### src/rtl/pgreg_pkg.sv
package pgreg_pkg;

    localparam int CHUNK_W = 16;
    localparam int NCHUNK  = 4;
    localparam int DATA_W  = CHUNK_W * NCHUNK;
    localparam int IDX_W   = $clog2(NCHUNK);
    localparam int PAGE_W  = 8;
    localparam int OFF_W   = 8;
    localparam int MADDR_W = 5;

    // Bridge register addresses; the far side decodes these
    localparam logic [MADDR_W-1:0] ADDR_PAGE  = 5'h10;
    localparam logic [MADDR_W-1:0] ADDR_CMD   = 5'h11;
    localparam logic [MADDR_W-1:0] ADDR_DATA0 = 5'h18;

    localparam logic [1:0] OP_WRITE = 2'b01;
    localparam logic [1:0] OP_READ  = 2'b10;

    typedef enum logic [2:0] {
        S_IDLE, S_PAGE, S_WDATA, S_CMD, S_POLL, S_WAIT, S_RDATA, S_DONE
    } state_e;

    typedef struct packed {
        logic              wr;
        logic [2:0]        width;
        logic [PAGE_W-1:0] page;
        logic [OFF_W-1:0]  offset;
        logic [DATA_W-1:0] wdata;
    } req_t;

    // Index of the highest data register a width touches
    function automatic logic [IDX_W-1:0] top_chunk(input logic [2:0] w);
        case (w)
            3'd0, 3'd1: top_chunk = IDX_W'(0);
            3'd2:       top_chunk = IDX_W'(1);
            3'd3:       top_chunk = IDX_W'(2);
            default:    top_chunk = IDX_W'(3);
        endcase
    endfunction

    function automatic logic [DATA_W-1:0] width_mask(input logic [2:0] w);
        case (w)
            3'd0:    width_mask = DATA_W'({8{1'b1}});
            3'd1:    width_mask = DATA_W'({16{1'b1}});
            3'd2:    width_mask = DATA_W'({32{1'b1}});
            3'd3:    width_mask = DATA_W'({48{1'b1}});
            default: width_mask = {DATA_W{1'b1}};
        endcase
    endfunction

endpackage

### src/rtl/pgreg_wait_timer.sv
module pgreg_wait_timer #(
    parameter int WAIT = 4
) (
    input  logic clk,
    input  logic rst,
    input  logic load,
    input  logic run,
    output logic zero
);
    generate
        if (WAIT > 0) begin : g_count
            localparam int CW = (WAIT > 1) ? $clog2(WAIT) : 1;
            logic [CW-1:0] cnt;
            always_ff @(posedge clk) begin
                if (rst)
                    cnt <= '0;
                else if (load)
                    cnt <= CW'(WAIT - 1);
                else if (run && cnt != '0)
                    cnt <= cnt - 1'b1;
            end
            assign zero = (cnt == '0);
        end else begin : g_none
            logic unused_in;
            assign unused_in = load ^ run ^ clk ^ rst;
            assign zero = 1'b1;
        end
    endgenerate
endmodule

### src/rtl/pgreg_read_shifter.sv
module pgreg_read_shifter #(
    parameter int CW = 16,
    parameter int N  = 4
) (
    input  logic            clk,
    input  logic            rst,
    input  logic            clear,
    input  logic            shift,
    input  logic [CW-1:0]   din,
    output logic [CW*N-1:0] acc
);
    localparam int DW = CW * N;

    always_ff @(posedge clk) begin
        if (rst || clear)
            acc <= '0;
        else if (shift)
            acc <= (acc << CW) | DW'(din);
    end
endmodule

### src/rtl/pgreg_chunk_pick.sv
module pgreg_chunk_pick #(
    parameter int CW = 16,
    parameter int N  = 4,
    parameter int IW = 2
) (
    input  logic [CW*N-1:0] data,
    input  logic [IW-1:0]   idx,
    output logic [CW-1:0]   chunk
);
    logic [CW-1:0] parts [N];

    generate
        for (genvar g = 0; g < N; g++) begin : g_part
            assign parts[g] = data[g*CW +: CW];
        end
    endgenerate

    assign chunk = parts[idx];
endmodule

### src/rtl/pgreg_seq.sv
module pgreg_seq
    import pgreg_pkg::*;
#(
    parameter int          POLL_WAIT  = 4,
    parameter int          MAX_POLLS  = 5,
    parameter logic [7:0]  RESET_PAGE = 8'hFF
) (
    input  logic        clk,
    input  logic        rst,
    input  logic        rq_valid,
    output logic        rq_ready,
    input  logic        rq_write,
    input  logic [2:0]  rq_width,
    input  logic [7:0]  rq_page,
    input  logic [7:0]  rq_offset,
    input  logic [63:0] rq_wdata,
    output logic        rsp_done,
    output logic        rsp_err,
    output logic [63:0] rsp_rdata,
    output logic        mg_req,
    output logic        mg_we,
    output logic [4:0]  mg_addr,
    output logic [15:0] mg_wdata,
    input  logic        mg_ack,
    input  logic        mg_err,
    input  logic [15:0] mg_rdata
);
    localparam int PCW = $clog2(MAX_POLLS + 1);

    state_e              state;
    req_t                rq_q;
    logic [PAGE_W-1:0]   page_cache;
    logic [IDX_W-1:0]    idx;
    logic [PCW-1:0]      poll_cnt;
    logic                err_q;

    logic [IDX_W-1:0]    last;
    logic [DATA_W-1:0]   mask;
    logic [CHUNK_W-1:0]  wchunk;
    logic [DATA_W-1:0]   acc;
    logic                accept, busy, last_poll, tmr_load, tmr_zero, shift_en;

    assign last      = top_chunk(rq_q.width);
    assign mask      = width_mask(rq_q.width);
    assign accept    = (state == S_IDLE) && rq_valid;
    assign busy      = (mg_rdata[1:0] != 2'b00);
    assign last_poll = (poll_cnt == PCW'(MAX_POLLS - 1));
    assign tmr_load  = (state == S_POLL) && mg_ack && !mg_err && busy && !last_poll;
    assign shift_en  = (state == S_RDATA) && mg_ack && !mg_err;

    pgreg_chunk_pick #(.CW(CHUNK_W), .N(NCHUNK), .IW(IDX_W)) u_pick (
        .data  (rq_q.wdata & mask),
        .idx   (idx),
        .chunk (wchunk)
    );

    pgreg_read_shifter #(.CW(CHUNK_W), .N(NCHUNK)) u_shift (
        .clk   (clk),
        .rst   (rst),
        .clear (accept),
        .shift (shift_en),
        .din   (mg_rdata),
        .acc   (acc)
    );

    pgreg_wait_timer #(.WAIT(POLL_WAIT)) u_timer (
        .clk  (clk),
        .rst  (rst),
        .load (tmr_load),
        .run  (state == S_WAIT),
        .zero (tmr_zero)
    );

    always_ff @(posedge clk) begin
        if (rst) begin
            state      <= S_IDLE;
            rq_q       <= '0;
            page_cache <= RESET_PAGE;
            idx        <= '0;
            poll_cnt   <= '0;
            err_q      <= 1'b0;
        end else begin
            case (state)
                S_IDLE: if (rq_valid) begin
                    rq_q     <= '{wr: rq_write, width: rq_width, page: rq_page,
                                  offset: rq_offset, wdata: rq_wdata};
                    err_q    <= 1'b0;
                    poll_cnt <= '0;
                    idx      <= '0;
                    if (rq_page != page_cache) state <= S_PAGE;
                    else if (rq_write)         state <= S_WDATA;
                    else                       state <= S_CMD;
                end
                S_PAGE: if (mg_ack) begin
                    if (mg_err) begin
                        err_q <= 1'b1;
                        state <= S_DONE;
                    end else begin
                        page_cache <= rq_q.page;
                        state      <= rq_q.wr ? S_WDATA : S_CMD;
                    end
                end
                S_WDATA: if (mg_ack) begin
                    if (mg_err) begin
                        err_q <= 1'b1;
                        state <= S_DONE;
                    end else if (idx == last) begin
                        state <= S_CMD;
                    end else begin
                        idx <= idx + 1'b1;
                    end
                end
                S_CMD: if (mg_ack) begin
                    poll_cnt <= '0;
                    if (mg_err) begin
                        err_q <= 1'b1;
                        state <= S_DONE;
                    end else begin
                        state <= S_POLL;
                    end
                end
                S_POLL: if (mg_ack) begin
                    if (mg_err || (busy && last_poll)) begin
                        err_q <= 1'b1;
                        state <= S_DONE;
                    end else if (!busy) begin
                        idx   <= last;
                        state <= rq_q.wr ? S_DONE : S_RDATA;
                    end else begin
                        poll_cnt <= poll_cnt + 1'b1;
                        state    <= (POLL_WAIT > 0) ? S_WAIT : S_POLL;
                    end
                end
                S_WAIT: if (tmr_zero) state <= S_POLL;
                S_RDATA: if (mg_ack) begin
                    if (mg_err) begin
                        err_q <= 1'b1;
                        state <= S_DONE;
                    end else if (idx == '0) begin
                        state <= S_DONE;
                    end else begin
                        idx <= idx - 1'b1;
                    end
                end
                default: state <= S_IDLE;
            endcase
        end
    end

    always_comb begin
        mg_req   = 1'b0;
        mg_we    = 1'b0;
        mg_addr  = ADDR_CMD;
        mg_wdata = '0;
        case (state)
            S_PAGE: begin
                mg_req = 1'b1; mg_we = 1'b1; mg_addr = ADDR_PAGE;
                mg_wdata = {rq_q.page, 8'h01};
            end
            S_WDATA: begin
                mg_req = 1'b1; mg_we = 1'b1;
                mg_addr = ADDR_DATA0 + MADDR_W'(idx);
                mg_wdata = wchunk;
            end
            S_CMD: begin
                mg_req = 1'b1; mg_we = 1'b1; mg_addr = ADDR_CMD;
                mg_wdata = {rq_q.offset, 6'b0, rq_q.wr ? OP_WRITE : OP_READ};
            end
            S_POLL:  mg_req = 1'b1;
            S_RDATA: begin
                mg_req = 1'b1;
                mg_addr = ADDR_DATA0 + MADDR_W'(idx);
            end
            default: ;
        endcase
    end

    assign rq_ready  = (state == S_IDLE);
    assign rsp_done  = (state == S_DONE);
    assign rsp_err   = rsp_done && err_q;
    assign rsp_rdata = (rsp_done && !err_q && !rq_q.wr) ? (acc & mask) : '0;


    mg_hold_chk: assert property (@(posedge clk) disable iff (rst)
        (mg_req && !mg_ack) |=> (mg_req && $stable(mg_we) && $stable(mg_addr) && $stable(mg_wdata)));


    page_take_chk: assert property (@(posedge clk) disable iff (rst)
        (state == S_PAGE && mg_ack && !mg_err) |=> (page_cache == $past(rq_q.page)));


    page_keep_chk: assert property (@(posedge clk) disable iff (rst)
        (state == S_PAGE && mg_ack && mg_err) |=> $stable(page_cache));


    poll_bound_chk: assert property (@(posedge clk) disable iff (rst)
        (state == S_POLL) |-> (poll_cnt < PCW'(MAX_POLLS)));


    err_nodata_chk: assert property (@(posedge clk) disable iff (rst)
        (rsp_done && rsp_err) |-> (rsp_rdata == '0));


    done_pulse_chk: assert property (@(posedge clk) disable iff (rst)
        rsp_done |=> (!rsp_done && rq_ready));

endmodule

### config.mk
export PLATFORM = sky130hd
export DESIGN_NAME = pgreg_seq
export DESIGN_NICKNAME = d
export VERILOG_FILES = /design/src/rtl/pgreg_pkg.sv /design/src/rtl/pgreg_wait_timer.sv /design/src/rtl/pgreg_read_shifter.sv /design/src/rtl/pgreg_chunk_pick.sv /design/src/rtl/pgreg_seq.sv
export SDC_FILE = /design/constraint.sdc
export NUM_CORES = 1
export LEC_CHECK = 0
export BUFFER_PORTS_ARGS = -buffer_cell sky130_fd_sc_hd__buf_2
export CAP_MARGIN = 20
export CORE_MARGIN = 1
export CORE_UTILIZATION = 53
export DETAILED_ROUTE_END_ITERATION = 6
export HOLD_SLACK_MARGIN = 0.12
export PLACE_DENSITY_LB_ADDON = 0.15
export SYNTH_ARGS = -nofsm -noshare
export SYNTH_HDL_FRONTEND = slang
export SYNTH_SLANG_ARGS = --single-unit
### constraint.sdc
create_clock -name clk -period 1.8 [get_ports clk]
set_input_delay 0.36 -clock clk [delete_from_list [all_inputs] [get_ports clk]]
set_output_delay 0.36 -clock clk [all_outputs]
set_load 0.02 [all_outputs]
==> results of run 1 <==
power breakdown:
part | internal (mW) | leakage [nW] | switching [mW]
clock | 2.15 | 0.288 | 1.52
combinational | 2.70 | 2.98 | 3.35
sequential | 4.19 | 1.36 | 0.508
total | 9.04 | 4.63 | 5.39
metrics by stage:
step                      cells  utilization, %  worst slack, ns
after floorplan             991               -          -0.0554
after global placement     1356            67.1           -0.183
after detailed placement   1356            67.1           -0.288
after CTS                  1413            80.3           -0.478
after global routing       1428            84.8           -0.646
final                      1428            84.8           -0.643
path summary, 6_finish.rpt:
check	endpoint	slack [ns]
setup reg to reg	rq_q[81]	-0.11
hold reg to reg	u_shift.acc[57]	0.45
setup / recovery	mg_wdata[15]	-0.64
hold / removal	u_shift.acc[10]	0.16
layer usage:
metal  vias to the layer above  part of all wire (%)  global-route usage [%]
met5                         -                     0                       0
li1                       3843                     -                       -
met4                         0                   5.5                    16.0
met1                      3985                    38                    41.6
met3                       143                   8.9                    8.60
met2                       554                    47                    54.2
registers in the layout, summed over array words and instances (netlist names):
register and flops:
poll_cnt 3, u_shift.acc 64, u_timer.g_count.cnt 2, rq_q 84, state 3, idx 2
err_q 1, page_cache 8
critical path: stages (launching register included):
cell,delay (ns)
dfxtp_4,0.38
nor2_2,0.18
nor2_4,0.06
buf_12,0.15
a221oi_1,0.34
buf_4,0.21
o32ai_4,0.12
buf_6,0.19
placed cells by master, fill, tap and decap left out, types with 5 or more instances in the layout:
cell         n
o32ai_2      5
nand2_1    320
a221oi_4    13
inv_1        7
and3_4      13
buf_2      105
clkinv_2     5
dfxtp_4      5
a221oi_2    10
o21ai_0      7
mux2i_1      8
a21oi_1    161
nor3_4       9
nor3_1       7
nor2_4       7
buf_4       68
and2_4      48
buf_8        6
buf_12      16
nor2_2       5
xnor2_1     11
dfxtp_1    159
nor2b_1      5
a221oi_1     8
nor2_1      12
clkbuf_16   26
buf_6       99
nand3_1      9
cells by family (layout without fill, tap and decap cells):
group	count (synthesis)	after routing	share of synthesized area [%]
adder cells (fa/ha/maj)	4	4	0.633
AO/OA/AOI/OAI	235	235	18.8
AND/OR/NAND/NOR	474	474	28.3
flip-flops	167	167	44.5
other	2	3	0.100
multiplexers	8	8	1.07
buffers and inverters	90	346	5.32
XOR/XNOR	11	11	1.28
cell type report:
cell class,count,area (µm²),share of cell area [%]
Clock inverter,12,125,1.07
Sequential cell,167,3370,28.7
Clock buffer,20,467,3.98
Timing Repair Buffer,304,2810,24.0
Multi-Input combinational cell,734,4670,39.9
Tap cell,180,225,1.92
Inverter,10,46.3,0.395
Antenna cell,1,2.50,0.0214
what timing repair did:
item / 4_1_cts / 5_1_grt
setup buffers: 22 / 14
endpoints found under the setup margin: 95 / 247
pin swaps: 49 / 27
gates resized for setup: 288 / 86
gates cloned: 4 / 10
Yosys cell counts (2+ instances only):
master	instances
clkbuf_1	39
a21oi_1	165
o22ai_1	2
nor3b_1	2
and3_1	18
o211ai_1	2
buf_4	4
or3b_1	2
nand2_1	325
nor4_2	3
o21ai_0	8
a221oi_1	30
a21oi_2	2
nor2_1	23
nor3_2	4
and2_1	51
o32ai_1	8
xnor2_1	11
a311oi_1	3
mux2i_1	8
nor2b_1	5
inv_1	8
nand3_1	10
dfxtp_1	167
buf_2	36
ha_1	3
conb_1	2
a31oi_1	2
nand4_1	4
nor3_1	13
nand2b_1	5
o31ai_1	2
==> impl_metrics.json, run 1 <==
{
  "ys_seq_elements": 167,
  "crit_type": "reg2out",
  "worst_pin_slew_ns": 0.629,
  "cts_tree": "done",
  "violations": "negative setup slack",
  "vias": 8525,
  "power_density_nw_per_um2": 1230,
  "cts_hold_buffers": 0,
  "dr.pass1.iters": 6,
  "grt_pass1_vias": 7508,
  "drv_cap": 0,
  "p_total_mw": 14.4,
  "wl_mm": 29.3,
  "dieHeight_um": 121,
  "syn-num-nets": 1099,
  "die_x_um": 121,
  "post_dp_cell_area_um2": 9280,
  "crit_start": "rq_q[82]",
  "io_buffers": 192,
  "timing.rr.start": "state[1]",
  "clkTransAtPathRegs_ns": 0.07,
  "rsz0062_at_grt": "true",
  "leakagePower_nw": 4.63,
  "whs_ns": 0.162,
  "finalHoldViolCount": 0,
  "fp-row-count": 43,
  "grt_pass1_wl_mm": 37.9,
  "synth_edf_count": 0,
  "cts.sinks": 167,
  "grt_max_degree": 85,
  "drt-initial-drc-count": 992,
  "drive_gt1_share_pct": 39.3,
  "ir_drop_uv": 1250,
  "wl_per_cell_um": 20.5,
  "area_growth_pct": 56.1,
  "worst_hold_startpoint": "mg_rdata[10]",
  "drc": 0,
  "final_cell_area_um2": 11700,
  "clockRootBuffer": "clkbuf_16",
  "synth.avg_cell_area_um2": 7.58,
  "worst_setup_path_end_kind": "output port",
  "start_util_pct": 54.3,
  "synthFlopType": "dfxtp_1",
  "globalRouteTotalUtil_pct": 33.6,
  "crit_fanout": 15,
  "cp-start-kind": "flip-flop",
  "fillers": 741,
  "ys_types": 56,
  "dieArea_um2": 14600,
  "synth-async-reset-ratio_pct": 0,
  "grt_antenna_before_repair": 1,
  "hold_path.class": "in2reg",
  "whs_path_depth": 3,
  "boundaryPins": 195,
  "worstPathArrival_ns": 2.08,
  "synthesis.area_um2": 7510,
  "synth_top_cell_by_area": "dfxtp_1",
  "vias_per_cell": 5.97,
  "setup_viol": 118,
  "coreArea_um2": 13800,
  "max_slew_margin_pct": 56.8,
  "place_hpwl_mm": 14.6,
  "worstRegToRegCells": 9,
  "yosysWarnings": 0,
  "synthTopCellsByArea": "dfxtp_1, nand2_1, a21oi_1",
  "routabilityCongestion": 0.862,
  "fin_ws_ns": -0.643,
  "min_period_ns": 2.44,
  "fin_crit_sh_pct": 136,
  "ant_nets": 0,
  "htree_levels": 4,
  "synth_top_area_share_pct": 44.5,
  "numCtsBuffers": 17,
  "setup_tns_ns": -39.28,
  "skew_ns": 0.00672,
  "cts_buffer_depth": 2,
  "status": "finished, violations left",
  "clock_latency_ns": 0.43,
  "gr-total-overflow": 0,
  "final_nets": 1342,
  "required_ns": 1.44,
  "netlist_instances": 991,
  "fmax_mhz": 409,
  "yosysSeqAreaShare_pct": 44.5,
  "slew_viol_final": 0
}
Power figures use the tool's default switching activity.
==> inputs of run 2 (changes only) <==
CORE_UTILIZATION = 54   (was 53)
SYNTH_HIERARCHICAL = 1   (was default)
==> run 2 against run 1 <==
The run ends with design-rule violations, negative setup slack left. Via count shrank 7.0%. Clock power shrank 9.3%. Wire length shrank 9.4%. Critical path depth grew 2. Sequential share of layout area grew 0.68 points. Critical path type unchanged. Critical endpoint is now mg_wdata[8]. Largest power group is now sequential cells.
==> impl_metrics.json, run 2 <==
{
  "synthFlopType": "dfxtp_1",
  "crit_type": "reg2out",
  "io_buffers": 192,
  "worstRegToRegCells": 8,
  "worst-path-stages": 9,
  "leakagePower_nw": 4.57,
  "final_nets": 1296,
  "grt_pass1_wl_mm": 39.0,
  "place_hpwl_mm": 15.4,
  "drc": 22,
  "ys_types": 59,
  "slew_viol_final": 0,
  "rsz0062_at_grt": "true",
  "syn-num-nets": 1067,
  "synth-async-reset-ratio_pct": 0,
  "clock_latency_ns": 0.43,
  "fin_cells": 1384,
  "final_core_util_pct": 78.1,
  "vias_per_cell": 5.73,
  "hold_path.class": "in2reg",
  "dieHeight_um": 125,
  "drive_gt1_share_pct": 37.8,
  "place_ws_ns": -0.340,
  "crit_fanout": 9,
  "violations": "design-rule violations, negative setup slack",
  "yosysMostFrequentCell": "nand2_1",
  "gr-total-overflow": 0,
  "numCtsBuffers": 17,
  "fp-row-count": 44,
  "fmax_mhz": 387,
  "clockRootBuffer": "clkbuf_16",
  "area_growth_pct": 40.3,
  "min_period_ns": 2.59,
  "largest_register": "rq_q",
  "whs_path_depth": 3,
  "fin_crit_sh_pct": 144,
  "grt_antenna_before_repair": 1,
  "largest_register_ffs": 84,
  "ir_drop_uv": 930,
  "wl_mm": 26.5,
  "cts.sinks": 167,
  "finalHoldViolCount": 0,
  "start_util_pct": 55.7,
  "cp_num_buf_inv": 1,
  "routabilityCongestion": 0.926,
  "worstPathArrival_ns": 2.23,
  "mostFrequentLayoutCell": "nand2_1",
  "fillers": 1009,
  "globalRouteTotalUtil_pct": 32.0,
  "clkTransAtPathRegs_ns": 0.06,
  "netlist_instances": 959,
  "ys_seq_elements": 167,
  "synthTopCellsByArea": "dfxtp_1, mux2i_1, nand2_1",
  "dp_cells": 1322,
  "dieArea_um2": 15600,
  "critical_path.max_stage_delay_ns": 0.46,
  "drt-initial-drc-count": 852,
  "p_total_mw": 11.9,
  "synth_edf_count": 0,
  "synth_commonest_cells": "nand2_1, dfxtp_1, a21oi_1",
  "cpLargestDelayFamily": "multiplexers",
  "synth_top_cell_by_area": "dfxtp_1",
  "setup_tns_ns": -54.64,
  "cts_buffer_depth": 2,
  "status": "finished, violations left",
  "synth_top_area_share_pct": 41.0,
  "biggestRegsByFlops": "rq_q (84), u_shift/acc (64), page_cache (8)",
  "cp-start-kind": "flip-flop",
  "setup_viol": 183,
  "vias": 7929,
  "dr.pass1.iters": 7,
  "skew_ns": 0.0101,
  "yosysWarnings": 6,
  "coreArea_um2": 14600,
  "synth.avg_cell_area_um2": 8.50,
  "die_x_um": 125,
  "yosysSeqAreaShare_pct": 41.0,
  "most-common-layout-cells": "nand2_1, dfxtp_1, buf_2, a21oi_1, buf_6",
  "num_antenna_cells": 0,
  "worst_setup_path_end_kind": "output port",
  "ant_nets": 0,
  "boundaryPins": 195,
  "required_ns": 1.44,
  "cp_slowest_cell": "mux4_2",
  "grt_max_degree": 73,
  "r2r_slack_ns": -0.18,
  "crit_chain": "nor2_4 -> nand2_4 -> and2_1 -> mux4_2 -> mux2i_1 -> nor2_1 -> a21oi_1 -> nor2_2 -> buf_2",
  "wl_per_cell_um": 19.2,
  "htree_levels": 4,
  "cts_tree": "done",
  "power_density_nw_per_um2": 1040,
  "grt_pass1_vias": 7326,
  "drv_cap": 0,
  "synthesis.area_um2": 8150,
  "fin_ws_ns": -0.787
}
-- run 2: changes by cell type after synthesis, sizes merged, moves of 11 or more --
cell and delta:
a221oi -30, and3 +14, a21oi -61, xnor2 -11
mux4 +16, nand2 -140, and2 +14, mux2i +74
nor2b +30, nor2 +75
-- run 2: area by class of cell --
| class | count | area (µm²) | share of cell area (%) |
|---|---|---|---|
| Clock buffer | 22 | 454 | 3.97 |
| Clock inverter | 9 | 70.1 | 0.613 |
| Inverter | 14 | 62.6 | 0.547 |
| Multi-Input combinational cell | 703 | 4690 | 41.0 |
| Sequential cell | 167 | 3360 | 29.4 |
| Tap cell | 184 | 230 | 2.01 |
| Timing Repair Buffer | 285 | 2560 | 22.4 |
-- run 2: cells by family after synthesis --
logic type                 Yosys count  synth area share (%)
muxes                               98                  14.8
adders and majority gates            3                 0.461
other                                2                0.0921
and+or+nand+nor                    447                  25.9
DFF                                167                  41.0
AOI/OAI and AO/OA                  143                  10.0
xor gates and xnor gates             9                 0.967
buffers and inverters               90                  6.77
-- run 2: power by group --
| group | switching [mW] | internal, mW | total, mW |
|---|---|---|---|
| clock network | 1.53 | 1.81 | 3.33 |
| logic | 2.34 | 1.85 | 4.19 |
| registers | 0.288 | 4.09 | 4.38 |
-- run 2: path summary, 6_finish.rpt --
path               endpoint         from
max reg2reg          idx[1]     state[1]
min reg2reg        rq_q[16]     rq_q[16]
max             mg_wdata[8]     rq_q[81]
min          u_shift/acc[7]  mg_rdata[7]
-- run 2: worst reg2reg max path, stage by stage, from the launching register on --
cell and delay, ns:
dfxtp_2 0.34, buf_4 0.11, buf_6 0.19, or2_4 0.17, buf_4 0.12, a311oi_4 0.04
or3_4 0.45, a2111o_1 0.37, a21oi_2 0.14
-- run 2: what timing repair did --
item | in CTS | in global routing
cloned | 7 | 7
pin swaps | 18 | 11
hold buffers | 0 | 0
gates resized for setup | 205 | 91
setup endpoints to repair | 157 | 243
buffers inserted | 11 | 10
-- run 2: metal layers --
metal	GRT usage (%)	routed length (µm)	vias up
met4	10.8	806	0
met1	44.5	11600	3773
met3	7.73	2260	64
met2	48.5	11900	419
met5	0	0	-
li1	-	-	3673
-- run 2: metrics by stage --
stage | instance area, µm² | hold slack [ns]
2_1_floorplan | 8270 | 0.432
3_3_place_gp | 9530 | 0.438
3_5_place_dp | 9530 | 0.443
4_1_cts | 11000 | 0.155
5_1_grt | 11400 | 0.156
6_report | 11400 | 0.161
==> inputs of run 3 (changes only) <==
RECOVER_POWER = 25   (was default)
==> run 3 against run 2 <==
The run still ends with design-rule violations, negative setup slack left. Power about the same. Final area down 0.15%. Die area unchanged. Fmax about the same. Combinational power about the same. Core utilization down 0.12 points. Clock-buffer cell count unchanged. Cell count unchanged. Global-route usage unchanged. Via count about the same. Critical path depth unchanged. Largest cell class unchanged. Highest routed layer unchanged.
==> impl_metrics.json, run 3 (synthesized netlist as in run 2, its figures left out) <==
{
  "grt_antenna_before_repair": 1,
  "most-common-layout-cells": "nand2_1, dfxtp_1, buf_2, a21oi_1, buf_6",
  "ant_nets": 0,
  "hold_path.class": "in2reg",
  "num_antenna_cells": 0,
  "finalHoldViolCount": 0,
  "p_sw_share_pct": 35.0,
  "p_switching_mw": 4.16,
  "ir_drop_uv": 930,
  "combPwrFrac_pct": 35.1,
  "fp-row-count": 44,
  "htree_levels": 4,
  "vias_per_cell": 5.73,
  "area_growth_pct": 40.0,
  "worstPathArrival_ns": 2.23,
  "skew_ns": 0.0104,
  "start_util_pct": 55.7,
  "use_met3_pct": 7.73,
  "boundaryPins": 195,
  "largest_register": "rq_q",
  "place_hpwl_mm": 15.4,
  "drive_gt1_share_pct": 37.8,
  "met1_usage_pct": 44.5,
  "io_buffers": 192,
  "min_period_ns": 2.59,
  "cts_tree": "done",
  "leakagePower_nw": 4.57,
  "place_ws_ns": -0.340,
  "cts.sinks": 167,
  "clkTransAtPathRegs_ns": 0.07,
  "slew_viol_final": 0,
  "globalRouteTotalUtil_pct": 32.0,
  "dieHeight_um": 125,
  "required_ns": 1.44,
  "largest_register_ffs": 84,
  "worst_setup_path_end_kind": "output port",
  "routabilityCongestion": 0.926,
  "grtUsageMet2_pct": 48.5,
  "clock_latency_ns": 0.43,
  "die_x_um": 125,
  "numCtsBuffers": 17,
  "cp-start-kind": "flip-flop",
  "post_dp_cell_area_um2": 9530,
  "drc": 27,
  "vias": 7924,
  "fin_ws_ns": -0.788,
  "wl_mm": 26.5,
  "cts_buffer_depth": 2,
  "biggestRegsByFlops": "rq_q (84), u_shift/acc (64), page_cache (8)",
  "grt_max_degree": 73,
  "drv_cap": 0,
  "p_clk_share_pct": 28.0,
  "dieArea_um2": 15600,
  "status": "finished, violations left",
  "drt-initial-drc-count": 830,
  "final_nets": 1296,
  "coreArea_um2": 14600,
  "grt-busiest-layer": "met2",
  "rsz0062_at_grt": "true",
  "fin_crit_sh_pct": 144,
  "crit_fanout": 9,
  "p_int_mw": 7.74,
  "gr-total-overflow": 0,
  "grt_pass1_vias": 7326,
  "r2r_slack_ns": -0.20,
  "violations": "design-rule violations, negative setup slack",
  "wl_per_cell_um": 19.2,
  "grt_pass1_wl_mm": 39.0,
  "fmax_mhz": 386,
  "final_cell_area_um2": 11400,
  "power_density_nw_per_um2": 1040,
  "dr.pass1.iters": 7,
  "mostFrequentLayoutCell": "nand2_1",
  "setup_viol": 188,
  "clockRootBuffer": "clkbuf_16",
  "crit_type": "reg2out",
  "seqPwrFrac_pct": 36.8
}
-- run 3: cell types whose count changed in the layout (fill, tap and decap cells not counted), sizes merged --
cell / delta
clkbuf: +1
buf: -1
-- run 3: power groups by stage --
stage,Sequential (mW),Clock (mW),Combinational (mW)
2_1_floorplan,4.32,0,2.43
3_3_place_gp,4.41,0,3.28
3_5_place_dp,4.42,0,3.31
4_1_cts,4.36,3.33,3.67
5_1_grt,4.41,3.53,4.47
6_report,4.38,3.34,4.18
-- run 3: area by class of cell --
cell class,instances,area [µm²]
clock buffers,22,454
clock inverters,9,70.1
fillers,1012,3230
inverters,14,62.6
multi-input cells,703,4690
flip-flops and latches,167,3360
well taps,184,230
repair buffers,285,2550
-- run 3: worst max-delay path: stages (launching register included) --
cell	delay, ns
dfxtp_4	0.37
nor2_4	0.16
nand2_4	0.10
and2_1	0.16
mux4_2	0.46
mux2i_1	0.16
nor2_1	0.05
a21oi_1	0.14
nor2_2	0.05
buf_2	0.15
-- run 3: timing repair --
item                                    CTS  global route
cloned                                    7             7
resized for setup                       205            91
pin swaps                                18            11
endpoints found under the setup margin  157           243
hold buffers                              0             0
buffers inserted                         11            10
-- run 3: through the flow --
stage | instances | hold WS, ns | total power [mW] | util (%) | setup TNS (ns)
3_3_place_gp | 1322 | 0.438 | 7.69 | 65.1 | -8.02
3_5_place_dp | 1322 | 0.443 | 7.73 | 65.1 | -8.30
6_report | 1384 | 0.159 | 11.9 | 78.0 | -56.17
5_1_grt | 1384 | 0.156 | 12.4 | 78.0 | -66.64
2_1_floorplan | 959 | 0.432 | 6.76 | - | -3.97
4_1_cts | 1371 | 0.155 | 11.4 | 75.0 | -49.09
-- run 3: final timing paths --
check | depth (start not counted) | startpoint | endpoint
max | 9 | rq_q[81] | mg_wdata[8]
min | 3 | rq_wdata[51] | rq_q[51]
max reg2reg | 8 | state[1] | idx[1]
min reg2reg | 2 | rq_q[16] | rq_q[16]
-- run 3: routing by layer --
layer  share of wire, %  up-vias
met3                9.0       72
li1                   -     3673
met4                3.4        0
met2                 44      420
met1                 43     3759
met5                  0        -
